[src/rtl/irq_sel_pkg.sv]
package irq_sel_pkg;
  typedef enum logic [1:0] {
    PRIV_U   = 2'd0,
    PRIV_S   = 2'd1,
    PRIV_RSV = 2'd2,
    PRIV_M   = 2'd3
  } privLvl_t;

  typedef struct packed {
    logic fire;
  } selStrobe_t;
endpackage

[src/rtl/irq_sel_ctrl.sv]
module irq_sel_ctrl (
  input  logic                    clk,
  input  logic                    rstN,
  input  logic                    anyAllowed,
  input  logic                    coreReady,
  input  logic                    takeQ,
  output irq_sel_pkg::selStrobe_t strobe
);
  // Fire when something is allowed, the core accepts, and no take is in flight.
  always_comb begin
    strobe.fire = anyAllowed & coreReady & ~takeQ;
  end


  take_gap_chk: assert property (@(posedge clk) disable iff (!rstN)
    takeQ |=> !takeQ);
endmodule

[src/rtl/irq_sel_dp.sv]
module irq_sel_dp #(
  parameter int N  = 16,
  parameter int CW = (N > 1) ? $clog2(N) : 1
) (
  input  logic                    clk,
  input  logic                    rstN,
  input  logic [N-1:0]            pendVec,
  input  logic [N-1:0]            enVec,
  input  logic [N-1:0]            mDeleg,
  input  logic [N-1:0]            hDeleg,
  input  logic [1:0]              privLvl,
  input  logic                    mGlobalEn,
  input  logic                    sGlobalEn,
  input  logic                    virtOn,
  input  irq_sel_pkg::selStrobe_t strobe,
  output logic                    anyAllowed,
  output logic                    takeQ,
  output logic                    availQ,
  output logic [CW-1:0]           causeQ
);
  import irq_sel_pkg::*;

  privLvl_t effPriv;
  logic     mCond, sCond, hsCond, vsCond;
  logic [N-1:0] candVec, mClass, hsClass, vsClass, allowedVec, oneHot;
  logic [CW-1:0] causeNext;

  // The reserved encoding folds onto U.
  always_comb begin
    effPriv = (privLvl == PRIV_RSV) ? PRIV_U : privLvl_t'(privLvl);
    mCond   = (effPriv != PRIV_M) | mGlobalEn;
    sCond   = (effPriv == PRIV_U) | ((effPriv == PRIV_S) & sGlobalEn);
    hsCond  = virtOn | sCond;
    vsCond  = virtOn & sCond;
  end

  always_comb begin
    candVec    = pendVec & enVec;
    mClass     = candVec & ~mDeleg;
    hsClass    = candVec & mDeleg & ~hDeleg;
    vsClass    = candVec & mDeleg & hDeleg;
    allowedVec = (mClass  & {N{mCond}})
               | (hsClass & {N{hsCond}})
               | (vsClass & {N{vsCond}});
    anyAllowed = |allowedVec;
    oneHot     = allowedVec & (~allowedVec + N'(1));
  end

  for (genvar b = 0; b < CW; b++) begin : g_enc
    logic [N-1:0] hitVec;
    for (genvar i = 0; i < N; i++) begin : g_bit
      assign hitVec[i] = oneHot[i] & (((i >> b) % 2) == 1);
    end
    assign causeNext[b] = |hitVec;
  end

  always_ff @(posedge clk) begin
    if (!rstN) begin
      takeQ  <= 1'b0;
      availQ <= 1'b0;
      causeQ <= '0;
    end else begin
      takeQ  <= strobe.fire;
      availQ <= anyAllowed;
      causeQ <= causeNext;
    end
  end

  // Registered copy of the allowed set, kept only for the checks below.
  logic [N-1:0] allowedQ;
  always_ff @(posedge clk) begin
    if (!rstN) allowedQ <= '0;
    else       allowedQ <= allowedVec;
  end

  logic [N-1:0] belowMask;
  always_comb belowMask = (N'(1) << causeQ) - N'(1);


  lowest_win_chk: assert property (@(posedge clk) disable iff (!rstN)
    availQ |-> (allowedQ[causeQ] && ((allowedQ & belowMask) == '0)));

  idle_cause_chk: assert property (@(posedge clk) disable iff (!rstN)
    !availQ |-> (causeQ == '0));

  vs_gate_chk: assert property (@(posedge clk) disable iff (!rstN)
    ((allowedVec & mDeleg & hDeleg) != '0) |-> (virtOn && privLvl != 2'd3));

  m_gate_chk: assert property (@(posedge clk) disable iff (!rstN)
    ((allowedVec & ~mDeleg) != '0) |-> (privLvl != 2'd3 || mGlobalEn));

  take_cause_chk: assert property (@(posedge clk) disable iff (!rstN)
    takeQ |-> availQ);
endmodule

[src/rtl/irq_deleg_arb.sv]
module irq_deleg_arb #(
  parameter int N  = 16,
  parameter int CW = (N > 1) ? $clog2(N) : 1
) (
  input  logic          clk,
  input  logic          rstN,
  input  logic [N-1:0]  pendVec,
  input  logic [N-1:0]  enVec,
  input  logic [N-1:0]  mDeleg,
  input  logic [N-1:0]  hDeleg,
  input  logic [1:0]    privLvl,
  input  logic          mGlobalEn,
  input  logic          sGlobalEn,
  input  logic          virtOn,
  input  logic          coreReady,
  output logic          takeIrq,
  output logic          irqAvail,
  output logic [CW-1:0] causeId
);
  irq_sel_pkg::selStrobe_t strobe;
  logic anyAllowed;

  irq_sel_ctrl u_ctrl (
    .clk       (clk),
    .rstN      (rstN),
    .anyAllowed(anyAllowed),
    .coreReady (coreReady),
    .takeQ     (takeIrq),
    .strobe    (strobe)
  );

  irq_sel_dp #(.N(N), .CW(CW)) u_dp (
    .clk       (clk),
    .rstN      (rstN),
    .pendVec   (pendVec),
    .enVec     (enVec),
    .mDeleg    (mDeleg),
    .hDeleg    (hDeleg),
    .privLvl   (privLvl),
    .mGlobalEn (mGlobalEn),
    .sGlobalEn (sGlobalEn),
    .virtOn    (virtOn),
    .strobe    (strobe),
    .anyAllowed(anyAllowed),
    .takeQ     (takeIrq),
    .availQ    (irqAvail),
    .causeQ    (causeId)
  );
endmodule

[config.mk]
export PLATFORM = sky130hd
export DESIGN_NAME = irq_deleg_arb
export DESIGN_NICKNAME = d
export VERILOG_FILES = /design/src/rtl/irq_sel_pkg.sv /design/src/rtl/irq_sel_ctrl.sv /design/src/rtl/irq_sel_dp.sv /design/src/rtl/irq_deleg_arb.sv
export SDC_FILE = /design/constraint.sdc
export NUM_CORES = 1
export LEC_CHECK = 0
export ABC_AREA = 1
export ABC_CLOCK_PERIOD_IN_PS = 3110
export BUFFER_PORTS_ARGS = -buffer_cell sky130_fd_sc_hd__clkbuf_2
export CAP_MARGIN = 20
export CORE_MARGIN = 4
export CORE_UTILIZATION = 49
export CTS_BUF_LIST = sky130_fd_sc_hd__clkbuf_4
export CTS_CLUSTER_SIZE = 12
export DETAILED_ROUTE_END_ITERATION = 12
export GPL_TIMING_DRIVEN = 0
export HOLD_SLACK_MARGIN = 0.03
export PLACE_DENSITY = 0.88
export SLEW_MARGIN = 20
export SYNTH_ARGS = -nofsm -noshare
export SYNTH_HDL_FRONTEND = slang
export SYNTH_SLANG_ARGS = --single-unit
[constraint.sdc]
create_clock -name clk -period 3.11 [get_ports clk]
set_clock_uncertainty 0.2 [all_clocks]
set_input_delay 0.622 -clock clk [delete_from_list [all_inputs] [get_ports clk]]
set_output_delay 0.622 -clock clk [all_outputs]
set_load 0.02 [all_outputs]
==> results.json, run 1 <==
{
  "final_util": 0.705,
  "fin_nets": 425,
  "end_kind": "register",
  "synth_top_cell_by_area": "nand2_1",
  "grtUsageTotal": 0.191,
  "fin_crit_sh": 0.680,
  "slew_viol_final": 0,
  "core_um2": 2540,
  "ir_drop_mv": 0.322,
  "ys_seq_area_frac": 0.0891,
  "yosys_warnings": 0,
  "ys_ff_latch": 6,
  "dr.pass1.iters": 4,
  "cts_max_level": 1,
  "place_congestion": 0.893,
  "r2r-start": "u_dp.takeQ",
  "max_cap_viol_count": 0,
  "holdCritStartpoint": "u_dp.takeQ",
  "synth_top_area_frac": 0.228,
  "critPathKind": "in2reg",
  "syn_inst": 271,
  "tightestPinTransition_ns": 0.327,
  "cts.repair.resized": 0,
  "rsz0062_at_grt": "no",
  "drive_gt1_frac": 0.308,
  "leakagePower_nw": 1.09,
  "r2r-end": "u_dp.takeQ",
  "clkTransAtPathRegs_ns": 0.04,
  "ant_nets": 0,
  "pin_count": 78,
  "finalWorstSetupSlack_ns": 0.996,
  "outcome": "finished clean",
  "setup_viol": 0,
  "syn-cell-area_um2": 1350,
  "wl_um": 3530,
  "hold_depth": 1,
  "cp-start-kind": "input pin",
  "total_power_w": 0.000392,
  "path_cells": "clkbuf_2 -> inv_2 -> nand2_2 -> nand2_2 -> nand2_4 -> buf_8 -> nor2_1 -> nor2_1 -> nand2_1 -> nor2_2 -> nand3_1 -> o21ai_1 -> inv_2 -> nand2_1 -> nor2_1",
  "rows": 18,
  "insertion_delay_ns": 0.25,
  "final_cells": 381,
  "port_buffers": 77,
  "antennaDiodeCount": 0,
  "hpwlAfterDp_um": 3100,
  "synth.area.top_cells": "nand2_1 (23%), nor2_1 (19%), nand3_1 (13%)",
  "vias_per_cell": 4.94,
  "critPathSlowestCell": "nor2_1",
  "avgSynthCellArea_um2": 4.98,
  "hold_path_class": "reg2reg",
  "start_util": 0.530,
  "ys_types": 19,
  "fp.dieW_um": 60.5,
  "cp_common_cell": "nor2_1",
  "critical_path.max_fanout": 10,
  "route.detailed.drc": 0,
  "post-place-cells": 378,
  "ctsLongestPathBuffers": 2,
  "dr_total_vias": 1881,
  "holdPathEnd": "u_dp.takeQ",
  "max_freq_mhz": 473,
  "grt.overflow.total": 0,
  "postCtsSetupBuffers": 0,
  "area.sequential_um2": 120,
  "cts_hold_buf": 0,
  "root_buffer": "clkbuf_4",
  "slew_headroom": 0.782,
  "die_h_um": 60.5,
  "fill_cells": 261,
  "cp.required_ns": 3.05,
  "p_per_area_nw_per_um2": 219,
  "numCtsBuffers": 3,
  "drt_iter0_drc": 74,
  "multiInputGateArea_um2": 1100,
  "wl_per_cell_um": 9.27,
  "synth_nets": 343,
  "first_global_vias": 1510,
  "antenna_found_initial": 0,
  "slowest_delay_ns": 0.17,
  "worstRegToRegCells": 1,
  "hold_violations": 0,
  "dp_slack_ns": 0.731,
  "cp_num_buf_inv": 4,
  "dieArea_um2": 3660,
  "arrival_ns": 2.05,
  "grt_pass1_wl_um": 5580,
  "r2r_slack_ns": 2.43,
  "min_period_ns": 2.11,
  "cts_sinks": 6,
  "cpLargestDelayFamily": "simple AND/OR/NAND/NOR gates",
  "areaGrowthSynthToFinish_pct": 33.0,
  "grt_max_degree": 11,
  "tns_ns": 0,
  "cts_tree": "yes"
}
==> per-layer routing <==
| metal | global-route usage | share of wire |
|---|---|---|
| met5 | 0 | 0 |
| met4 | 0.0186 | 0 |
| met3 | 0.0255 | 0.081 |
| met2 | 0.387 | 0.49 |
| met1 | 0.216 | 0.43 |
==> power breakdown <==
group	switching, W	internal (W)
Sequential	0.00000204	0.0000855
Combinational	0.000139	0.0000943
Clock	0.0000282	0.0000436
==> cell usage after synthesis (all sizes together) <==
master and number:
nand2 87, nor2 83, nand3 38, inv 24, nand4 18, dfxtp 6
o21ai 5, a21oi 3, buf 3, nor3 2, o211ai 2
==> cell families after synthesis <==
| group | count (synthesis) | share of synthesized area |
|---|---|---|
| and+or+nand+nor | 228 | 0.776 |
| buffers and inverters | 27 | 0.0946 |
| DFF | 6 | 0.0891 |
| AOI/OAI and AO/OA | 10 | 0.0408 |
==> per-stage QoR <==
step	hold slack [ns]	cell area (um2)
2_1_floorplan	0.293	1350
3_5_place_dp	0.219	1770
6_report	0.222	1790
4_1_cts	0.226	1790
3_3_place_gp	0.203	1770
5_1_grt	0.239	1790
==> worst max path at each step <==
stage                from              to  slack, ns  depth (start not counted)
2_1_floorplan  privLvl[1]      u_dp.takeQ       1.06                         14
3_3_place_gp   privLvl[1]  u_dp.causeQ[1]       0.74                         14
3_5_place_dp   privLvl[1]      u_dp.takeQ       0.73                         15
4_1_cts        privLvl[1]      u_dp.takeQ       0.99                         15
5_1_grt        privLvl[1]      u_dp.takeQ       0.77                         15
6_report       privLvl[1]      u_dp.takeQ        1.0                         15
==> registers in the layout, summed over array words and instances, names as in the netlist <==
register	cells
u_dp.takeQ	1
u_dp.causeQ	4
u_dp.availQ	1
==> layout by cell type, fill, tap and decap left out <==
cell type	instances
inv_2	3
dfxtp_1	6
nand3_1	36
clkbuf_4	3
buf_6	2
clkbuf_2	77
nand2_1	82
o211ai_1	2
nand2_2	4
o21ai_1	2
buf_8	1
nor2_4	3
nor2_1	68
nand3_4	2
nand2_4	1
nor3_1	2
o21ai_0	3
inv_1	21
nand4_1	18
nor2_2	12
a21oi_1	3
==> final cells by class <==
type	instances	area share
inverters	24	0.0502
well taps	30	0.0209
multi-input cells	238	0.614
repair buffers	77	0.215
flip-flops and latches	6	0.0669
clock buffers	3	0.0126
plain buffers	3	0.0209
No activity file was read; power rests on OpenSTA's default activity.
==> run 2: changes to the inputs <==
Settings changed: ABC_CLOCK_PERIOD_IN_PS 3110 to 1850, CORE_UTILIZATION 49 to 41, PLACE_DENSITY 0.88 to 0.79.
Clock period 3.11 ns to 1.85 ns, I/O delays scaled along.
==> run 2 against run 1 <==
Setup slack worse by 0.96 ns. Total power up 78%. Critical path type unchanged. Design area rose by 8.5%. Clock power increased by 62%. Final cell count up 4.5%. Worst hold slack lost 0.084 ns. Sequential share of layout area shrank 0.52 points. Non-clock buffer count increased by 3. Die area up 17%. Count of clock-buffer cells in the layout did not move. Routed wire length grew 10%.
==> results.json, run 2 (synthesized netlist as in run 1, its figures left out) <==
{
  "outcome": "finished clean",
  "cts_hold_buf": 0,
  "areaGrowthSynthToFinish_pct": 44.3,
  "clkPwrFrac": 0.166,
  "cp-start-kind": "input pin",
  "min_period_ns": 1.81,
  "finalWorstSetupSlack_ns": 0.0406,
  "arrival_ns": 1.79,
  "hpwlAfterDp_um": 3200,
  "slew_viol_final": 0,
  "cp_num_buf_inv": 3,
  "p_per_area_nw_per_um2": 358,
  "final_util": 0.627,
  "die_h_um": 65.4,
  "comb_power_share": 0.622,
  "ant_nets": 0,
  "critical_path.max_fanout": 8,
  "p_switching_w": 0.000299,
  "p_int_w": 0.000398,
  "vias_per_cell": 4.84,
  "fill_cells": 363,
  "ctsLongestPathBuffers": 2,
  "fin_crit_sh": 0.978,
  "wl_per_cell_um": 9.76,
  "slew_headroom": 0.773,
  "antennaDiodeCount": 0,
  "p_sw_frac": 0.429,
  "cts_sinks": 6,
  "clkTransAtPathRegs_ns": 0.04,
  "ir_drop_mv": 0.178,
  "top_regs": "u_dp.causeQ (4), u_dp.availQ (1), u_dp.takeQ (1)",
  "max_cap_viol_count": 0,
  "leakagePower_nw": 1.14,
  "layout_common_cells": "clkbuf_2 (74), nand2_1 (73), nor2_1 (62)",
  "fp.dieW_um": 65.4,
  "grt_max_degree": 11,
  "pin_count": 78,
  "first_global_vias": 1627,
  "grtUsageTotal": 0.176,
  "final_common_cell": "clkbuf_2",
  "setup_viol": 0,
  "cp.required_ns": 1.83,
  "antenna_found_initial": 0,
  "root_buffer": "clkbuf_4",
  "max_freq_mhz": 553,
  "dp_slack_ns": -0.289,
  "top_register": "u_dp.causeQ",
  "hold_violations": 0,
  "critPathKind": "in2reg",
  "seq_power_share": 0.212,
  "hold_path_class": "in2reg",
  "wl_um": 3890,
  "start_util": 0.435,
  "path_cells": "buf_8 -> inv_4 -> nand2_4 -> nand3_4 -> buf_8 -> nand2_4 -> nand2_4 -> nor2_4 -> nand2_2 -> nor2_2 -> nand2_1 -> nor2_2 -> nand2_1 -> nand2_1 -> nor2_1 -> nor2_1",
  "fin_nets": 428,
  "cts_max_level": 1,
  "port_buffers": 77,
  "slowest_delay_ns": 0.19,
  "grt.overflow.total": 0,
  "drt_iter0_drc": 77,
  "route.detailed.drc": 0,
  "core_um2": 3100,
  "dr.pass1.iters": 4,
  "cpLargestDelayFamily": "simple AND/OR/NAND/NOR gates",
  "insertion_delay_ns": 0.24,
  "tightestPinTransition_ns": 0.340,
  "cts_tree": "yes",
  "end_kind": "register",
  "place_congestion": 0.833,
  "dieArea_um2": 4270,
  "rows": 20,
  "grt_pass1_wl_um": 6290,
  "numCtsBuffers": 3,
  "dr_total_vias": 1925,
  "rsz0062_at_grt": "yes",
  "drive_gt1_frac": 0.359,
  "largest_reg_flops": 4,
  "critPathSlowestCell": "buf_8"
}
## run 2: through the flow
stage	setup TNS, ns	std cells	hold WS (ns)	power, W	cell area, um2
floorplan	0	271	0.268	0.000389	1350
global placement	-1.37	392	0.199	0.000538	1790
detailed placement	-1.45	392	0.211	0.000545	1790
CTS	-0.0132	395	0.128	0.000668	1820
global route	-0.345	398	0.122	0.000777	1950
finish	0	398	0.138	0.000697	1950
## run 2: path summary, 6_finish.rpt
path | from | endpoint | slack, ns | cells past startpoint
hold reg to reg | u_dp.takeQ | u_dp.takeQ | 0.22 | 1
setup / recovery | privLvl[1] | u_dp.causeQ[3] | 0.04 | 16
setup reg to reg | u_dp.takeQ | u_dp.takeQ | 1.17 | 1
hold / removal | coreReady | u_dp.takeQ | 0.14 | 3
## run 2: what timing repair did
action / in CTS / in global routing
gates cloned: 0 / 1
buffers inserted: 0 / 2
gates resized for setup: 3 / 31
setup endpoints to repair: 3 / 6
pin swaps: 1 / 18
## run 2: layout make-up
class,instances,area [um2],share of cell area
plain buffers,3,41.3,0.0212
clock buffers,3,22.5,0.0116
inverters,24,95.1,0.0488
multi-input cells,238,1170,0.602
flip-flops and latches,6,120,0.0617
well taps,44,55.1,0.0283
repair buffers,80,440,0.226
## run 2: worst min-delay path: cells and delay by family
kind,cells,cell delay (ns)
buffers and inverters,1,0.08
and+or+nand+nor,2,0.08
## run 2: layer usage
metal	GRT usage	share of wire	vias up
met5	0	0	-
met4	0.0259	0.0036	0
met3	0.0291	0.075	2
met2	0.332	0.50	60
met1	0.211	0.42	814
li1	-	-	1049
## run 2: power groups by stage
stage	logic, W	registers, W	clock network (W)
after floorplan	0.000221	0.000168	0
after global placement	0.000389	0.000149	0
after detailed placement	0.000395	0.000150	0
after CTS	0.000400	0.000148	0.000121
after global routing	0.000490	0.000149	0.000139
final	0.000434	0.000147	0.000116
